[src/rtl/esc_pkg.sv]
package esc_pkg;
   typedef enum logic [1:0] {
      ST_RUN   = 2'd0,
      ST_DRAIN = 2'd1,
      ST_HALT  = 2'd2
   } halt_state_e;

   localparam int unsigned REG_ADDR_W = 3;
   localparam int unsigned BUS_W      = 32;

   localparam logic [REG_ADDR_W-1:0] A_CTRL = 3'd0;
   localparam logic [REG_ADDR_W-1:0] A_FLAG = 3'd1;
   localparam logic [REG_ADDR_W-1:0] A_IEN  = 3'd2;
   localparam logic [REG_ADDR_W-1:0] A_TB1  = 3'd3;
   localparam logic [REG_ADDR_W-1:0] A_TB2  = 3'd4;
   localparam logic [REG_ADDR_W-1:0] A_PIN  = 3'd5;

   localparam int unsigned CTRL_DIS_BIT  = 0;
   localparam int unsigned CTRL_HALT_BIT = 1;
endpackage

[src/rtl/esc_halt_fsm.sv]
module esc_halt_fsm
   import esc_pkg::*;
(
   input  logic clk,
   input  logic rst_n,
   input  logic dis_req,
   input  logic thread_busy,
   output logic eng_run,
   output logic halted
);
   halt_state_e state_q, state_d;

   always_comb begin
      state_d = state_q;
      unique case (state_q)
         ST_RUN: begin
            if (dis_req) state_d = thread_busy ? ST_DRAIN : ST_HALT;
         end
         ST_DRAIN: begin
            if (!dis_req)         state_d = ST_RUN;
            else if (!thread_busy) state_d = ST_HALT;
         end
         ST_HALT: begin
            if (!dis_req) state_d = ST_RUN;
         end
         default: state_d = ST_RUN;
      endcase
   end

   always_ff @(posedge clk or negedge rst_n) begin
      if (!rst_n) state_q <= ST_RUN;
      else        state_q <= state_d;
   end

   assign halted  = (state_q == ST_HALT);
   assign eng_run = !halted;

   AST_NO_MIDTHREAD_HALT: assert property (@(posedge clk) disable iff (!rst_n)
      (!halted && thread_busy) |=> !halted);
   AST_IDLE_HALT_NEXT: assert property (@(posedge clk) disable iff (!rst_n)
      (dis_req && !thread_busy && !halted) |=> halted);
   AST_RESTART_NEXT: assert property (@(posedge clk) disable iff (!rst_n)
      (halted && !dis_req) |=> eng_run);
endmodule

[src/rtl/esc_timebase.sv]
module esc_timebase #(
   parameter int unsigned TB_W   = 24,
   parameter int unsigned TB2_DIV = 4
) (
   input  logic            clk,
   input  logic            rst_n,
   input  logic            tick_en,
   output logic [TB_W-1:0] tb1,
   output logic [TB_W-1:0] tb2
);
   localparam int unsigned PRE_W = (TB2_DIV > 1) ? $clog2(TB2_DIV) : 1;

   if (TB_W < 2 || TB_W > 32) begin : g_bad_width
      $error("esc_timebase: TB_W must lie in 2..32");
   end
   if (TB2_DIV < 1) begin : g_bad_div
      $error("esc_timebase: TB2_DIV must be at least 1");
   end

   logic            tb2_step;
   logic [TB_W-1:0] tb1_q, tb2_q;

   if (TB2_DIV == 1) begin : g_nodiv
      assign tb2_step = tick_en;
   end else begin : g_div
      logic [PRE_W-1:0] pre_q;
      always_ff @(posedge clk or negedge rst_n) begin
         if (!rst_n) pre_q <= '0;
         else if (tick_en) begin
            if (pre_q == PRE_W'(TB2_DIV - 1)) pre_q <= '0;
            else                              pre_q <= pre_q + 1'b1;
         end
      end
      assign tb2_step = tick_en && (pre_q == PRE_W'(TB2_DIV - 1));
   end

   always_ff @(posedge clk or negedge rst_n) begin
      if (!rst_n) begin
         tb1_q <= '0;
         tb2_q <= '0;
      end else begin
         if (tick_en)  tb1_q <= tb1_q + 1'b1;
         if (tb2_step) tb2_q <= tb2_q + 1'b1;
      end
   end

   assign tb1 = tb1_q;
   assign tb2 = tb2_q;

   AST_TB1_HOLD: assert property (@(posedge clk) disable iff (!rst_n)
      !tick_en |=> $stable(tb1_q));
   AST_TB2_HOLD: assert property (@(posedge clk) disable iff (!rst_n)
      !tick_en |=> $stable(tb2_q));
   AST_TB1_STEP: assert property (@(posedge clk) disable iff (!rst_n)
      tick_en |=> (tb1_q == $past(tb1_q) + 1'b1));
endmodule

[src/rtl/esc_pin_sampler.sv]
module esc_pin_sampler #(
   parameter int unsigned PIN_W = 32
) (
   input  logic             clk,
   input  logic             rst_n,
   input  logic             sample_en,
   input  logic [PIN_W-1:0] pins,
   output logic [PIN_W-1:0] pins_q
);
   always_ff @(posedge clk or negedge rst_n) begin
      if (!rst_n)         pins_q <= '0;
      else if (sample_en) pins_q <= pins;
   end

   AST_PINS_FROZEN: assert property (@(posedge clk) disable iff (!rst_n)
      !sample_en |=> $stable(pins_q));
endmodule

[src/rtl/esc_irq_bank.sv]
module esc_irq_bank #(
   parameter int unsigned NUM_CH = 32
) (
   input  logic              clk,
   input  logic              rst_n,
   input  logic [NUM_CH-1:0] set_i,
   input  logic              clr_we,
   input  logic [NUM_CH-1:0] clr_mask,
   input  logic              en_we,
   input  logic [NUM_CH-1:0] en_wdata,
   output logic [NUM_CH-1:0] flags,
   output logic [NUM_CH-1:0] enables,
   output logic              irq
);
   logic [NUM_CH-1:0] flag_q, en_q, clr_eff;

   assign clr_eff = clr_we ? clr_mask : '0;

   always_ff @(posedge clk or negedge rst_n) begin
      if (!rst_n) begin
         flag_q <= '0;
         en_q   <= '0;
      end else begin
         flag_q <= (flag_q & ~clr_eff) | set_i;
         if (en_we) en_q <= en_wdata;
      end
   end

   assign flags   = flag_q;
   assign enables = en_q;
   assign irq     = |(flag_q & en_q);

   AST_W1C_CLEARS: assert property (@(posedge clk) disable iff (!rst_n)
      (clr_we && (set_i == '0)) |=> ((flag_q & $past(clr_mask)) == '0));
   AST_W1C_KEEPS: assert property (@(posedge clk) disable iff (!rst_n)
      (clr_we) |=> ((flag_q & ~$past(clr_mask)) == ($past(flag_q) & ~$past(clr_mask))
                    | ($past(set_i) & ~$past(clr_mask))));
   AST_IEN_WRITE: assert property (@(posedge clk) disable iff (!rst_n)
      en_we |=> (en_q == $past(en_wdata)));
endmodule

[src/rtl/engine_stop_ctrl.sv]
module engine_stop_ctrl
   import esc_pkg::*;
#(
   parameter int unsigned NUM_CH  = 32,
   parameter int unsigned TB_W    = 24,
   parameter int unsigned TB2_DIV = 4
) (
   input  logic                  clk,
   input  logic                  rst_n,
   input  logic                  bus_sel,
   input  logic                  bus_we,
   input  logic [REG_ADDR_W-1:0] bus_addr,
   input  logic [BUS_W-1:0]      bus_wdata,
   output logic [BUS_W-1:0]      bus_rdata,
   input  logic                  eng_thread_busy,
   output logic                  eng_clk_en,
   input  logic [NUM_CH-1:0]     chan_irq_set,
   input  logic [NUM_CH-1:0]     chan_dma_req,
   input  logic [NUM_CH-1:0]     pin_in,
   output logic [NUM_CH-1:0]     pin_sampled,
   output logic [TB_W-1:0]       tb1_value,
   output logic [TB_W-1:0]       tb2_value,
   output logic                  irq_out,
   output logic                  dma_req
);
   if (NUM_CH < 1 || NUM_CH > BUS_W) begin : g_bad_ch
      $error("engine_stop_ctrl: NUM_CH must lie in 1..32");
   end

   logic              dis_q;
   logic              eng_run, halted;
   logic              wr_ctrl, wr_flag, wr_ien;
   logic [NUM_CH-1:0] flags, enables;

   assign wr_ctrl = bus_sel && bus_we && (bus_addr == A_CTRL);
   assign wr_flag = bus_sel && bus_we && (bus_addr == A_FLAG);
   assign wr_ien  = bus_sel && bus_we && (bus_addr == A_IEN);

   always_ff @(posedge clk or negedge rst_n) begin
      if (!rst_n)       dis_q <= 1'b0;
      else if (wr_ctrl) dis_q <= bus_wdata[CTRL_DIS_BIT];
   end

   esc_halt_fsm u_fsm (
      .clk         (clk),
      .rst_n       (rst_n),
      .dis_req     (dis_q),
      .thread_busy (eng_thread_busy),
      .eng_run     (eng_run),
      .halted      (halted)
   );

   esc_timebase #(.TB_W(TB_W), .TB2_DIV(TB2_DIV)) u_tb (
      .clk     (clk),
      .rst_n   (rst_n),
      .tick_en (eng_run),
      .tb1     (tb1_value),
      .tb2     (tb2_value)
   );

   esc_pin_sampler #(.PIN_W(NUM_CH)) u_pins (
      .clk       (clk),
      .rst_n     (rst_n),
      .sample_en (eng_run),
      .pins      (pin_in),
      .pins_q    (pin_sampled)
   );

   esc_irq_bank #(.NUM_CH(NUM_CH)) u_irq (
      .clk      (clk),
      .rst_n    (rst_n),
      .set_i    (chan_irq_set),
      .clr_we   (wr_flag),
      .clr_mask (bus_wdata[NUM_CH-1:0]),
      .en_we    (wr_ien),
      .en_wdata (bus_wdata[NUM_CH-1:0]),
      .flags    (flags),
      .enables  (enables),
      .irq      (irq_out)
   );

   assign eng_clk_en = eng_run;
   assign dma_req    = |chan_dma_req;

   always_comb begin
      bus_rdata = '0;
      unique case (bus_addr)
         A_CTRL: begin
            bus_rdata[CTRL_DIS_BIT]  = dis_q;
            bus_rdata[CTRL_HALT_BIT] = halted;
         end
         A_FLAG:  bus_rdata[NUM_CH-1:0] = flags;
         A_IEN:   bus_rdata[NUM_CH-1:0] = enables;
         A_TB1:   bus_rdata[TB_W-1:0]   = tb1_value;
         A_TB2:   bus_rdata[TB_W-1:0]   = tb2_value;
         A_PIN:   bus_rdata[NUM_CH-1:0] = pin_sampled;
         default: bus_rdata = '0;
      endcase
   end

   AST_CTRL_READBACK: assert property (@(posedge clk) disable iff (!rst_n)
      wr_ctrl |=> (dis_q == $past(bus_wdata[CTRL_DIS_BIT])));
   AST_HALT_NEEDS_REQ: assert property (@(posedge clk) disable iff (!rst_n)
      (!dis_q && !halted) |=> !halted);
endmodule

[config.mk]
export PLATFORM = sky130hd
export DESIGN_NAME = engine_stop_ctrl
export DESIGN_NICKNAME = d
export VERILOG_FILES = /design/src/rtl/esc_pkg.sv /design/src/rtl/esc_halt_fsm.sv /design/src/rtl/esc_timebase.sv /design/src/rtl/esc_pin_sampler.sv /design/src/rtl/esc_irq_bank.sv /design/src/rtl/engine_stop_ctrl.sv
export SDC_FILE = /design/constraint.sdc
export NUM_CORES = 1
export LEC_CHECK = 0
export BUFFER_PORTS_ARGS = -buffer_cell sky130_fd_sc_hd__buf_2
export CORE_UTILIZATION = 56
export CTS_BUF_LIST = sky130_fd_sc_hd__clkbuf_16
export CTS_CLUSTER_DIAMETER = 30
export DETAILED_ROUTE_END_ITERATION = 10
export MAX_ROUTING_LAYER = met4
export PLACE_DENSITY = 0.92
export SYNTH_ARGS = -nofsm -noshare
export SYNTH_HDL_FRONTEND = slang
export SYNTH_HIERARCHICAL = 1
export SYNTH_SLANG_ARGS = --single-unit
[constraint.sdc]
create_clock -name clk -period 5.6 [get_ports clk]
set_clock_uncertainty 0.2 [all_clocks]
set_input_delay 0.84 -clock clk [delete_from_list [all_inputs] [get_ports clk]]
set_output_delay 0.84 -clock clk [all_outputs]
set_load 0.02 [all_outputs]
Yosys cells after proc, flatten, opt, wreduce, memory -nomap -nowiden --
Index checks and enable logic that the tools add are counted.
Cells by class: add/sub/neg operators 3, eq/ne operators 11, muxes and demuxes 11, bitwise operators 4, reduce and logical (&&, ||, !) cells 11
Operators by type and width (number):
- $pmux 22 s5 | 1
- $and 32x32->32 | 2
- $reduce_or 32->1 | 2
- $add 24x1->24 const B | 2
- $mux 32 | 1
- $not 32->32 | 1
- $or 32x32->32 | 1
- $pmux 8 s3 | 1
- $mux 2 | 6
- $pmux 2 s6 | 1
- $eq 3x2->1 const B | 2
- $eq 3x3->1 const B | 2
- $pmux 2 s3 | 1
- $logic_and 1x1->1 | 5
- $eq 2x2->1 const B | 2
- $ne 2x2->1 const B | 2
- $eq 3x1->1 const B | 1
- $logic_not 3->1 | 1
- $ne 3x3->1 const B | 1
- $reduce_and 3->1 | 1
- $add 2x1->2 const B | 1
- $eq 2x1->1 const B | 1
- $logic_not 2->1 | 1
- $logic_not 1->1 | 1
Storage, ports and cells: bits in registers 149, word-level logic and storage cells 48

Logic depth before layout (Yosys ltp) --
depth after elaboration 6, mapped depth 9

Modules after synthesis --
Netlist, hierarchy kept.
Modules (own cells, without submodules):
- esc_irq_bank | instances 1, cells each 188, area an instance 2514.9 um2, sequential area each 1601.5 um2
- esc_timebase | instances 1, cells each 191, area an instance 2268.4 um2, sequential area each 1251.2 um2
- engine_stop_ctrl | instances 1, cells each 251, area an instance 2023.2 um2, sequential area each 25.0 um2
- esc_pin_sampler | instances 1, cells each 68, area an instance 1345.0 um2, sequential area each 800.8 um2
- esc_halt_fsm | instances 1, cells each 7, area an instance 88.8 um2, sequential area each 50.0 um2

Worst setup path before layout --
No wires, ideal clock.
kind input to output, start input bus_addr[1], end output bus_rdata[1], arrival 2084 ps, path slack 2476 ps, cell stages on the path 5, path buffers 3, cell sequence buf_6 -> buf_6 -> buf_6 -> or2_2 -> a221oi_1
Between the ends: cells in the longest elaborated chain, start to end 2, elaborated cells between the ends (all ways) 7, those cells by class 5 x eq/ne; 1 x mux; 1 x reduce/logical
Ends and longest elaborated chain:
- start, declared | RTL line engine_stop_ctrl.sv:12 | input logic [REG_ADDR_W-1:0] bus_addr,
- $eq 3x3->1 (tied with other cells) | RTL line engine_stop_ctrl.sv:87 | unique case (bus_addr)
- $pmux 2 s6 (*) | RTL line engine_stop_ctrl.sv:87
- end, declared | RTL line engine_stop_ctrl.sv:14 | output logic [BUS_W-1:0] bus_rdata,
Mark *: on every way between the ends. The rest lies on a longest branch, timed or not.

Worst setup path after layout --
start input bus_addr[2], end output bus_rdata[14]
Between the ends: cells in the longest elaborated chain, start to end 2, elaborated cells between the ends (all ways) 6, those cells by class 5 x eq/ne; 1 x mux
Ends and longest elaborated chain (RTL line):
- $eq 3x3->1 (tied with other cells) | engine_stop_ctrl.sv:87
- $pmux 22 s5 (*) | engine_stop_ctrl.sv:87
Marks and branches as above.

==> impl_metrics.ini <==
[status]
outcome = complete, no violations

[logic_synthesis]
syn_nets = 845
synth-compound-area-share = 0.152
synth_simple_gate_area_frac = 0.166
ys_async_sr_fraction = 1.00
synth_top_family_by_area = simple AND/OR/NAND/NOR gates
syn_avg_cell_area_sq_um = 11.7
yosysSeqAreaShare = 0.452
synth_flop_cell = dfrtp_1
synth_edf_count = 0
yosysWarnings = 6
synthAdderAreaFrac = 0.00607
syn_inst = 705
synthMuxAreaShare = 0.124
synth_xor_area_frac = 0.0489
ys_types = 62
ys_seq_elements = 149
synth_area_sq_um = 8240

[cells_and_area]
drive_gt1_frac = 0.398
num-fill-cells = 1008
stdcell_count = 1121
syn2layout_area_growth_pct = 20.8
fin_nets = 1066

[die]
ios = 251
design.die.area_sq_um = 15200
core-area_sq_um = 14100
die_y_um = 123
fp-row-count = 43
die_width_um = 123
initial_core_util = 0.585

[global_routing]
use_met1 = 0.423
grt.total_usage = 0.342
grt_max_degree = 94
top_usage_layer = met2
first_global_vias = 6903
use_met3 = 0.0756
grt_pass1_wl_um = 37100
antenna_found_initial = 2
grt_overflow = 0
use_met2 = 0.542

[clocking]
clock-root-buffer = clkbuf_16
cts.htree.levels = 4
numClockSinks = 149
cts_setup_buffers = 0
clock_latency_ns = 0.43
clk_pin_slew_ns = 0.06
ctsHoldBuffers = 0
cts_buffer_depth = 2
cts_buffers = 17
cts_tree = done
cts-resized-gates = 0

[route]
drt-wirelength-per-cell_um = 22.1
routed-via-count = 7124
wl_um = 24800
drtPass1Iterations = 6
drtIter0Drc = 562
drc = 0
viasPerCell = 6.36
ant_nets = 0

[power_and_ir_drop]
leakage_nw = 4.91
switching_share = 0.327
peakVddDrop_mv = 0.280
power.internal_w = 0.00226
switchingPower_w = 0.00110
p_per_area_nw_per_um2 = 337
clkPwrFrac = 0.327
seq_power_share = 0.428
combPwrFrac = 0.246

[sta]
fin_crit_sh = 0.750
tightest_slew_ns = 1.05
holdWs_ns = 0.297
hold_violations = 0
slew_headroom = 0.298
setup_ws_ns = 1.40
rsz0062_at_grt = no
max_freq_mhz = 238
finalSetupTns_ns = 0
fin_crit_ns = 4.20
setup_violations = 0
slew_viol_final = 0

[worst_setup_path]
arrival_ns = 3.16
r2r-start = u_fsm/state_q[1]
cp_max_fo = 44
crit_path_end_kind = output port
start_kind = input pin
crit_required_ns = 4.56
cp-startpoint = bus_addr[2]
critPathKind = input pin to output port

[placement]
dp_cells = 1087
dp_hpwl_um = 17500
routabilityCongestion = 0.874
pre_cts_ws_ns = 1.45
port_buffers = 250

[hold_path]
hold_path.class = input pin to async pin

[run]
cap_violations = 0
cell type report:
cell class,count,area [sq um],area share
inverter,6,22.5,0.00226
timing repair buffer,257,1310,0.132
multi-input combinational,495,4100,0.412
sequential,149,3730,0.375
clock buffer,17,425,0.0427
tap,180,225,0.0226
antenna,2,5.00,0.000503
clock inverter,15,139,0.0140
critical path, stage by stage:
cell,delay [ns]
buf_4,0.43
ha_1,0.53
buf_4,0.41
nand2_1,0.09
a2111oi_0,0.50
a21o_1,0.15
buf_2,0.16
cells by family (layout without fill, tap and decap cells):
group,Yosys count,after routing
mux,82,82
other cells,0,2
fa+ha+maj,4,4
compound gates,153,153
buf+inv,61,295
xor+xnor,46,46
flops,149,149
simple gates,210,210
synthesized netlist by cell type (all sizes together) (17+ instances only):
cell     count  area share
xor2        18       0.019
clkbuf      18      0.0085
nand2       71       0.032
dfrtp      149        0.45
nor4bb      36       0.044
buf         37       0.040
mux2        68        0.11
xnor2       28       0.030
a21o        54       0.049
a2111oi     21       0.023
a311oi      21       0.022
nand4       17       0.016
a211o       23       0.024
power by group through the flow:
stage	clock network [W]	logic, W	registers, W
5_1_grt	0.00115	0.000874	0.00145
2_1_floorplan	0	0.000471	0.00149
4_1_cts	0.00110	0.000819	0.00143
6_report	0.00110	0.000824	0.00143
3_3_place_gp	0	0.000789	0.00143
3_5_place_dp	0	0.000813	0.00144
cell usage in the layout, fill, tap and decap left out, types with 16 or more instances in the layout:
cell       count
nor4bb_1      36
mux2_2        36
a211o_1       23
a21o_1        54
a311oi_1      21
xnor2_1       28
dfrtp_1      149
nand3_1       16
buf_2        248
a2111oi_0     20
mux2_4        30
nand2_1       71
clkbuf_16     17
xor2_1        18
routing by layer:
layer / wire (um) / part of all wire / up-vias
met4: 741 / 0.030 / 0
li1: - / - / 3121
met2: 12100 / 0.49 / 396
met1: 9900 / 0.40 / 3547
met3: 2040 / 0.082 / 60
met5: 0 / 0 / -
state kept, by name (all words and copies together) (netlist names):
register / flops
u_tb/g_div.pre_q: 2
u_pins/pins_q: 32
u_tb/tb1: 24
u_tb/tb2: 24
dis_q: 1
u_irq/flags: 32
u_irq/enables: 32
u_fsm/state_q: 2
per-stage QoR:
stage | power, W | utilization | instance area [sq um]
CTS | 0.00335 | 0.706 | 9950
global placement | 0.00222 | 0.666 | 9390
floorplan | 0.00196 | - | 8240
finish | 0.00335 | 0.706 | 9950
detailed placement | 0.00226 | 0.666 | 9390
global route | 0.00348 | 0.706 | 9950
worst paths after layout:
path / end / slack, ns / depth (start not counted)
max: bus_rdata[14] / 1.40 / 7
min: u_pins/pins_q[11] / 0.30 / 1
max reg2reg: u_tb/tb2[22] / 2.98 / 6
min reg2reg: u_irq/flags[10] / 0.31 / 1
max in group asynchronous: u_irq/enables[8] / 3.66 / 2
min in group clk: u_irq/flags[10] / 0.31 / 1
No activity file was read; power rests on OpenSTA's default activity.
